===== config.mk =====
export PLATFORM = sky130hd
export DESIGN_NAME = i2c_target
export DESIGN_NICKNAME = d
export VERILOG_FILES = /design/src/rtl/i2c_tgt_pkg.sv /design/src/rtl/i2c_line_sync.sv /design/src/rtl/i2c_tgt_core.sv /design/src/rtl/i2c_target.sv
export SDC_FILE = /design/constraint.sdc
export NUM_CORES = 1
export LEC_CHECK = 0
export BUFFER_PORTS_ARGS = -buffer_cell sky130_fd_sc_hd__buf_4
export CORE_UTILIZATION = 30
export DETAILED_ROUTE_END_ITERATION = 16
export GPL_TIMING_DRIVEN = 0
export MAX_ROUTING_LAYER = met4
export SYNTH_ARGS = -nofsm -noshare
export SYNTH_HDL_FRONTEND = slang
export SYNTH_HIERARCHICAL = 1
export SYNTH_SLANG_ARGS = --single-unit

===== constraint.sdc =====
create_clock -name clk -period 2.5 [get_ports clk]
set_input_delay 0.25 -clock clk [delete_from_list [all_inputs] [get_ports clk]]
set_output_delay 0.25 -clock clk [all_outputs]
set_load 0.02 [all_outputs]

===== src/rtl/i2c_tgt_pkg.sv =====
package i2c_tgt_pkg;

    localparam int ADDR_W = 7;
    localparam int BYTE_W = ADDR_W + 1;
    localparam int CNT_W  = $clog2(BYTE_W + 1);

    localparam logic [1:0] OFS_DATA = 2'd0;
    localparam logic [1:0] OFS_OWN  = 2'd1;
    localparam logic [1:0] OFS_CTRL = 2'd2;
    localparam logic [1:0] OFS_STAT = 2'd3;

    typedef enum logic [2:0] {
        PH_IDLE,
        PH_ADDR,
        PH_ADDR_ACK,
        PH_RX,
        PH_RX_ACK,
        PH_TX,
        PH_TX_ACK
    } phase_e;

    typedef struct packed {
        phase_e              ph;
        logic [CNT_W-1:0]    cnt;
        logic [BYTE_W-1:0]   shr;
        logic [BYTE_W-1:0]   txr;
        logic [BYTE_W-1:0]   rbuf;
        logic [ADDR_W-1:0]   own;
        logic                en;
        logic                rel;
        logic                str_en;
        logic                gc_en;
        logic                ss_en;
        logic                full;
        logic                ovf;
        logic                wcol;
        logic                irq;
        logic                dna;
        logic                rw;
        logic                st_seen;
        logic                sp_seen;
        logic                ack_drv;
    } tgt_state_t;

endpackage


===== src/rtl/i2c_line_sync.sv =====
module i2c_line_sync #(
    parameter int N      = 2,
    parameter int STAGES = 2
) (
    input  logic         clk,
    input  logic         rst_n,
    input  logic [N-1:0] raw,
    output logic [N-1:0] lvl,
    output logic [N-1:0] rise,
    output logic [N-1:0] fall
);

    for (genvar i = 0; i < N; i++) begin : g_line
        logic [STAGES-1:0] sh_q;
        logic              prev_q;

        always_ff @(posedge clk or negedge rst_n) begin
            if (!rst_n) begin
                sh_q   <= '1;
                prev_q <= 1'b1;
            end else begin
                sh_q   <= {sh_q[STAGES-2:0], raw[i]};
                prev_q <= sh_q[STAGES-1];
            end
        end

        assign lvl[i]  = sh_q[STAGES-1];
        assign rise[i] = sh_q[STAGES-1] & ~prev_q;
        assign fall[i] = ~sh_q[STAGES-1] & prev_q;
    end

endmodule


===== src/rtl/i2c_tgt_core.sv =====
module i2c_tgt_core
    import i2c_tgt_pkg::*;
(
    input  logic        clk,
    input  logic        rst_n,
    input  logic        scl_l,
    input  logic        scl_r,
    input  logic        scl_f,
    input  logic        sda_l,
    input  logic        sda_r,
    input  logic        sda_f,
    input  logic        reg_wr,
    input  logic        reg_rd,
    input  logic [1:0]  reg_addr,
    input  logic [7:0]  reg_wdata,
    output logic [7:0]  reg_rdata,
    output logic        irq,
    output logic        scl_oe,
    output logic        sda_oe,
    output logic        full_o,
    output logic        ovf_o
);

    localparam logic [CNT_W-1:0] LAST_CNT = CNT_W'(BYTE_W);
    localparam logic [CNT_W-1:0] TX_LAST  = CNT_W'(BYTE_W - 1);

    tgt_state_t st_q, st_d;

    logic start_ev, stop_ev, tx_busy, hit;

    always_comb begin
        st_d     = st_q;
        start_ev = st_q.en && sda_f && scl_l;
        stop_ev  = st_q.en && sda_r && scl_l;
        tx_busy  = (st_q.ph == PH_TX) && st_q.rel;
        hit      = (st_q.shr[BYTE_W-1:1] == st_q.own) ||
                   (st_q.gc_en && (st_q.shr[BYTE_W-1:1] == '0));

        // host side effects
        if (reg_rd && reg_addr == OFS_DATA) begin
            st_d.full = 1'b0;
        end
        if (reg_wr) begin
            case (reg_addr)
                OFS_DATA: begin
                    if (tx_busy) begin
                        st_d.wcol = 1'b1;
                    end else begin
                        st_d.txr  = reg_wdata;
                        st_d.full = 1'b1;
                    end
                end
                OFS_OWN:  st_d.own = reg_wdata[ADDR_W-1:0];
                OFS_CTRL: begin
                    st_d.en     = reg_wdata[0];
                    st_d.rel    = reg_wdata[1];
                    st_d.str_en = reg_wdata[2];
                    st_d.gc_en  = reg_wdata[3];
                    st_d.ss_en  = reg_wdata[4];
                end
                default: begin
                    if (reg_wdata[1]) st_d.ovf  = 1'b0;
                    if (reg_wdata[2]) st_d.wcol = 1'b0;
                    if (reg_wdata[3]) st_d.irq  = 1'b0;
                end
            endcase
        end

        // bus protocol
        if (!st_q.en) begin
            st_d.ph      = PH_IDLE;
            st_d.cnt     = '0;
            st_d.ack_drv = 1'b0;
            st_d.st_seen = 1'b0;
            st_d.sp_seen = 1'b0;
        end else if (start_ev) begin
            st_d.ph      = PH_ADDR;
            st_d.cnt     = '0;
            st_d.ack_drv = 1'b0;
            st_d.st_seen = 1'b1;
            st_d.sp_seen = 1'b0;
            if (st_q.ss_en) st_d.irq = 1'b1;
        end else if (stop_ev) begin
            st_d.ph      = PH_IDLE;
            st_d.cnt     = '0;
            st_d.ack_drv = 1'b0;
            st_d.st_seen = 1'b0;
            st_d.sp_seen = 1'b1;
            if (st_q.ss_en) st_d.irq = 1'b1;
        end else begin
            case (st_q.ph)
                PH_ADDR, PH_RX: begin
                    if (scl_r) begin
                        st_d.shr = {st_q.shr[BYTE_W-2:0], sda_l};
                        st_d.cnt = st_q.cnt + 1'b1;
                    end else if (scl_f && st_q.cnt == LAST_CNT) begin
                        if (st_q.ph == PH_ADDR && !hit) begin
                            st_d.ph = PH_IDLE;
                        end else begin
                            if (st_q.ph == PH_ADDR) begin
                                st_d.ph  = PH_ADDR_ACK;
                                st_d.rw  = st_q.shr[0];
                                st_d.dna = 1'b0;
                            end else begin
                                st_d.ph  = PH_RX_ACK;
                                st_d.dna = 1'b1;
                            end
                            if (!st_q.full && !st_q.ovf) begin
                                st_d.rbuf    = st_q.shr;
                                st_d.full    = 1'b1;
                                st_d.ack_drv = 1'b1;
                            end else begin
                                st_d.ovf = 1'b1;
                            end
                        end
                    end
                end
                PH_ADDR_ACK, PH_RX_ACK: begin
                    if (scl_f) begin
                        st_d.ack_drv = 1'b0;
                        st_d.irq     = 1'b1;
                        st_d.cnt     = '0;
                        if (!st_q.ack_drv) begin
                            st_d.ph = PH_IDLE;
                        end else if (st_q.ph == PH_ADDR_ACK && st_q.rw) begin
                            st_d.ph  = PH_TX;
                            st_d.rel = 1'b0;
                        end else begin
                            st_d.ph = PH_RX;
                            if (st_q.str_en && st_d.full) st_d.rel = 1'b0;
                        end
                    end
                end
                PH_TX: begin
                    if (scl_f) begin
                        if (st_q.cnt == TX_LAST) begin
                            st_d.ph   = PH_TX_ACK;
                            st_d.cnt  = '0;
                            st_d.full = 1'b0;
                        end else begin
                            st_d.txr = {st_q.txr[BYTE_W-2:0], 1'b0};
                            st_d.cnt = st_q.cnt + 1'b1;
                        end
                    end
                end
                PH_TX_ACK: begin
                    if (scl_r) begin
                        if (sda_l) st_d.ph = PH_IDLE;
                    end else if (scl_f) begin
                        st_d.irq = 1'b1;
                        st_d.dna = 1'b1;
                        st_d.ph  = PH_TX;
                        st_d.cnt = '0;
                        if (!st_d.full) st_d.rel = 1'b0;
                    end
                end
                default: ;
            endcase
        end
    end

    always_ff @(posedge clk or negedge rst_n) begin
        if (!rst_n) begin
            st_q     <= '0;
            st_q.ph  <= PH_IDLE;
            st_q.rel <= 1'b1;
            st_q.txr <= '1;
        end else begin
            st_q <= st_d;
        end
    end

    always_comb begin
        case (reg_addr)
            OFS_DATA: reg_rdata = st_q.rbuf;
            OFS_OWN:  reg_rdata = {1'b0, st_q.own};
            OFS_CTRL: reg_rdata = {3'b000, st_q.ss_en, st_q.gc_en, st_q.str_en,
                                   st_q.rel, st_q.en};
            default:  reg_rdata = {st_q.sp_seen, st_q.st_seen, st_q.rw, st_q.dna,
                                   st_q.irq, st_q.wcol, st_q.ovf, st_q.full};
        endcase
    end

    assign irq    = st_q.irq;
    assign scl_oe = st_q.en && !st_q.rel;
    assign sda_oe = st_q.en && (st_q.ack_drv ||
                    (st_q.ph == PH_TX && !st_q.txr[BYTE_W-1]));
    assign full_o = st_q.full;
    assign ovf_o  = st_q.ovf;

endmodule


===== src/rtl/i2c_target.sv =====
module i2c_target #(
    parameter int SYNC_STAGES = 2
) (
    input  logic       clk,
    input  logic       rst_n,
    input  logic       scl_i,
    input  logic       sda_i,
    output logic       scl_oe,
    output logic       sda_oe,
    input  logic       reg_wr,
    input  logic       reg_rd,
    input  logic [1:0] reg_addr,
    input  logic [7:0] reg_wdata,
    output logic [7:0] reg_rdata,
    output logic       irq
);

    logic [1:0] lvl_w, rise_w, fall_w;
    logic       scl_lvl;
    logic       stat_full, stat_ovf;

    i2c_line_sync #(
        .N      (2),
        .STAGES (SYNC_STAGES)
    ) u_sync (
        .clk   (clk),
        .rst_n (rst_n),
        .raw   ({sda_i, scl_i}),
        .lvl   (lvl_w),
        .rise  (rise_w),
        .fall  (fall_w)
    );

    assign scl_lvl = lvl_w[0];

    i2c_tgt_core u_core (
        .clk       (clk),
        .rst_n     (rst_n),
        .scl_l     (lvl_w[0]),
        .scl_r     (rise_w[0]),
        .scl_f     (fall_w[0]),
        .sda_l     (lvl_w[1]),
        .sda_r     (rise_w[1]),
        .sda_f     (fall_w[1]),
        .reg_wr    (reg_wr),
        .reg_rd    (reg_rd),
        .reg_addr  (reg_addr),
        .reg_wdata (reg_wdata),
        .reg_rdata (reg_rdata),
        .irq       (irq),
        .scl_oe    (scl_oe),
        .sda_oe    (sda_oe),
        .full_o    (stat_full),
        .ovf_o     (stat_ovf)
    );

endmodule


==> metrics.md <==
| Metric | Value |
|---|---|
| Yosys Warn Count | `6` |
| Hold depth | `2` |
| Initial antenna violation count | `0` |
| R2R setup slack | `0.23 ns` |
| Buffers on Ports | `26` |
| Fill count | `1052` |
| Htree depth | `3` |
| Number of synthesized flops with an enable pin | `0` |
| Quantity of gates resized following cts | `0` |
| Fin. Hold Viols | `0` |
| Die W | `105.8 um` |
| Outcome | `finished, final reports clean` |
| Nets | `371` |
| #FFs+latches synth | `58` |
| Top delay family on crit path | `compound AO/OA/AOI/OAI gates` |
| Postcts setup bufs | `0` |
| # placed instances | `470` |
| Initial DRT Pass Iterations | `5` |
| Final setup skew | `0.009048 ns` |
| Setup TNS | `0 ns` |
| Critical Setup Path Class | `reg -> reg` |
| Antenna-violating nets left | `0` |
| Hold_sp | `reg_wdata[6]` |
| Final design instance area without fill | `0.003797 mm2` |
| Max VDD drop | `0.4107 mV` |
| CP peak stage delay | `0.55 ns` |
| Max Root-Sink Buffers | `2` |
| Slew @ Worst Pin | `0.7424 ns` |
| R2R cell count | `6` |
| RSZ-0062 raised after global routing | `false` |
| Syn_area_per_cell | `10.49 um2` |
| CP Data Arrival Time | `2.50 ns` |
| Synth unique cells | `55` |
| Critical register-to-register path startpoint | `u_sync/g_line[1].sh_q[1]` |
| # DRC | `0` |
| Clk Latency, worst-skew pair | `0.35 ns` |
| Leakage power | `1.640 nW` |
| Slew HR | `0.5051` |
| Max-Cap Viols | `0` |
| Dpl ws | `0.1699 ns` |
| Cells along the critical path | `and2b_2 -> o21ai_1 -> nand2_1 -> a221oi_2 -> o21ai_0 -> a22o_1` |
| Global-route wire length before repair | `13210 um` |
| Ports | `27` |
| Hold endpoint | `u_core/st_q[20]` |
| Via count | `2450` |
| CP bufs+invs | `0` |
| FF-to-FF End | `u_core/st_q[48]` |
| Max Clock Freq | `441.5 MHz` |
| Tot GR Track Use | `0.1573` |
| Core footprint | `0.01037 mm2` |
| Crit end category | `flip-flop` |
| Hold slack | `0.1501 ns` |
| Final count of pins violating max slew | `0` |
| Area grow syn2layout | `17.54%` |
| Fin crit share | `0.9061` |
| Total power | `2.593 mW` |
| Final setup fails | `0` |
| Die area | `0.01119 mm2` |
| Asr flop ratio synth | `1.000` |
| Non-Filler Instances | `489` |
| CP Data Required Time | `2.74 ns` |
| Post-DR wirelength/cell | `16.00 um` |
| Initial Utilization | `0.3115` |
| Starting DRT DRC Count | `158` |
| CTS tree | `yes` |
| Area after DPL | `0.003596 mm2` |
| Largest net degree at the start of global routing | `59` |
| Share of cells above drive strength 1 | `0.3116` |
| Crit-path max FO | `7` |
| DRT Wirelength | `7822 um` |
| Final setup margin | `0.2348 ns` |
| Vias in the first global route | `2508` |
| Sinks on the clock net | `58` |
| Slowest-stage cell, CP | `dfstp_2` |
| # rows | `37` |
| N_diodes | `0` |
| Post-Syn Area | `0.003231 mm2` |
| Core Util, Final | `0.3662` |
| GP Congestion | `0.8705` |
| CTS Buf Count | `9` |
| Root Driver | `clkbuf_8` |
| Sequential share of the synthesized area | `0.4551` |
| Grt ovf | `0` |
| Post-synthesis net count | `331` |
| PwrDens | `682.9 mW/mm2` |
| Die Ht | `105.8 um` |
| Fin crit period | `2.265 ns` |
| Startpoint Class | `flip-flop` |
| DR vias/cell | `5.010` |
| Predominant post-synthesis flop cell | `dfrtp_1` |
| Reg clk slew, reported paths | `0.07 ns` |
| Crit. path cell count | `6` |
| HPWL Detailed | `5653 um` |
| Hold crit path type | `in -> reg` |
| Cells after Synth | `308` |
cell usage in the layout (no fill, tap or decap), drive strengths merged, types with 4 or more instances in the layout:
cell type,count
nand2,27
nand2b,4
a222oi,5
dfrtp,43
nor2,19
nand3,12
buf,36
nor2b,6
ha,7
mux2i,15
clkbuf,18
xnor2,7
dfstp,15
and2b,4
inv,14
a21oi,20
mux2,31
o21ai,14
registers in the layout, indices dropped and copies added, names as in the netlist:
name	cells
u_core/st_q	49
u_sync/g_line.sh_q	4
u_sync/g_line.prev_q	2
u_core/full_o	1
u_core/irq	1
u_core/ovf_o	1
what timing repair did:
item | CTS | global route
hold buffers | 3 | 0
hold endpoints to repair | 14 | 0
setup endpoints to repair | 0 | 0
worst max-delay path by stage:
stage                      end  slack (ns)                      from
5_1_grt        u_core/st_q[48]        0.02  u_sync/g_line[1].sh_q[1]
6_report       u_core/st_q[48]        0.23  u_sync/g_line[1].sh_q[1]
2_1_floorplan   u_core/st_q[3]        0.60   u_sync/g_line[1].prev_q
3_5_place_dp   u_core/st_q[48]        0.17   u_sync/g_line[1].prev_q
4_1_cts        u_core/st_q[48]        0.16  u_sync/g_line[1].sh_q[1]
3_3_place_gp   u_core/st_q[48]        0.23   u_sync/g_line[1].prev_q
area by class of cell:
type | instances | area (um2) | area share
inverter | 14 | 52.55 | 0.01384
multi-input combinational | 219 | 1607 | 0.4231
tap | 136 | 170.2 | 0.04481
clock buffer | 11 | 141.4 | 0.03723
buffer | 17 | 101.3 | 0.02669
clock inverter | 5 | 30.03 | 0.007908
timing repair buffer | 29 | 225.2 | 0.05931
sequential | 58 | 1470 | 0.3872
synthesized netlist by cell type (4+ instances only):
| master | instances | share of area |
|---|---|---|
| mux2_2 | 31 | 0.11 |
| clkbuf_1 | 7 | 0.0081 |
| and2b_2 | 4 | 0.011 |
| dfstp_2 | 15 | 0.12 |
| ha_1 | 7 | 0.027 |
| o21ai_0 | 11 | 0.017 |
| buf_4 | 5 | 0.012 |
| mux2i_1 | 15 | 0.046 |
| a21oi_1 | 20 | 0.031 |
| inv_1 | 14 | 0.016 |
| nand2b_1 | 4 | 0.0077 |
| nor2_1 | 19 | 0.022 |
| nand3_1 | 10 | 0.015 |
| xnor2_1 | 7 | 0.019 |
| nand2_1 | 26 | 0.030 |
| a222oi_1 | 5 | 0.015 |
| nor2b_1 | 6 | 0.012 |
| dfrtp_1 | 43 | 0.33 |
routing by layer:
metal  vias to the layer above  GRT usage  part of all wire
met2                        42     0.2498              0.49
met3                         9    0.04205             0.036
met1                      1212     0.1957              0.46
met4                         0    0.04762             0.013
li1                       1187          -                 -
met5                         -          -                 0
where the power goes:
part | internal (mW) | total [mW] | switching (mW)
Combinational | 0.291 | 0.653 | 0.361
Clock | 0.381 | 0.768 | 0.387
Sequential | 1.08 | 1.17 | 0.0968
logic make-up after synthesis:
family	count (synthesis)	synth area share
mux	46	0.1545
fa+ha+maj	7	0.02711
simple gates	94	0.1588
flops	58	0.4551
buf+inv	31	0.04764
compound gates	65	0.1379
xor+xnor	7	0.01898
No activity file was read; power rests on OpenSTA's default activity.
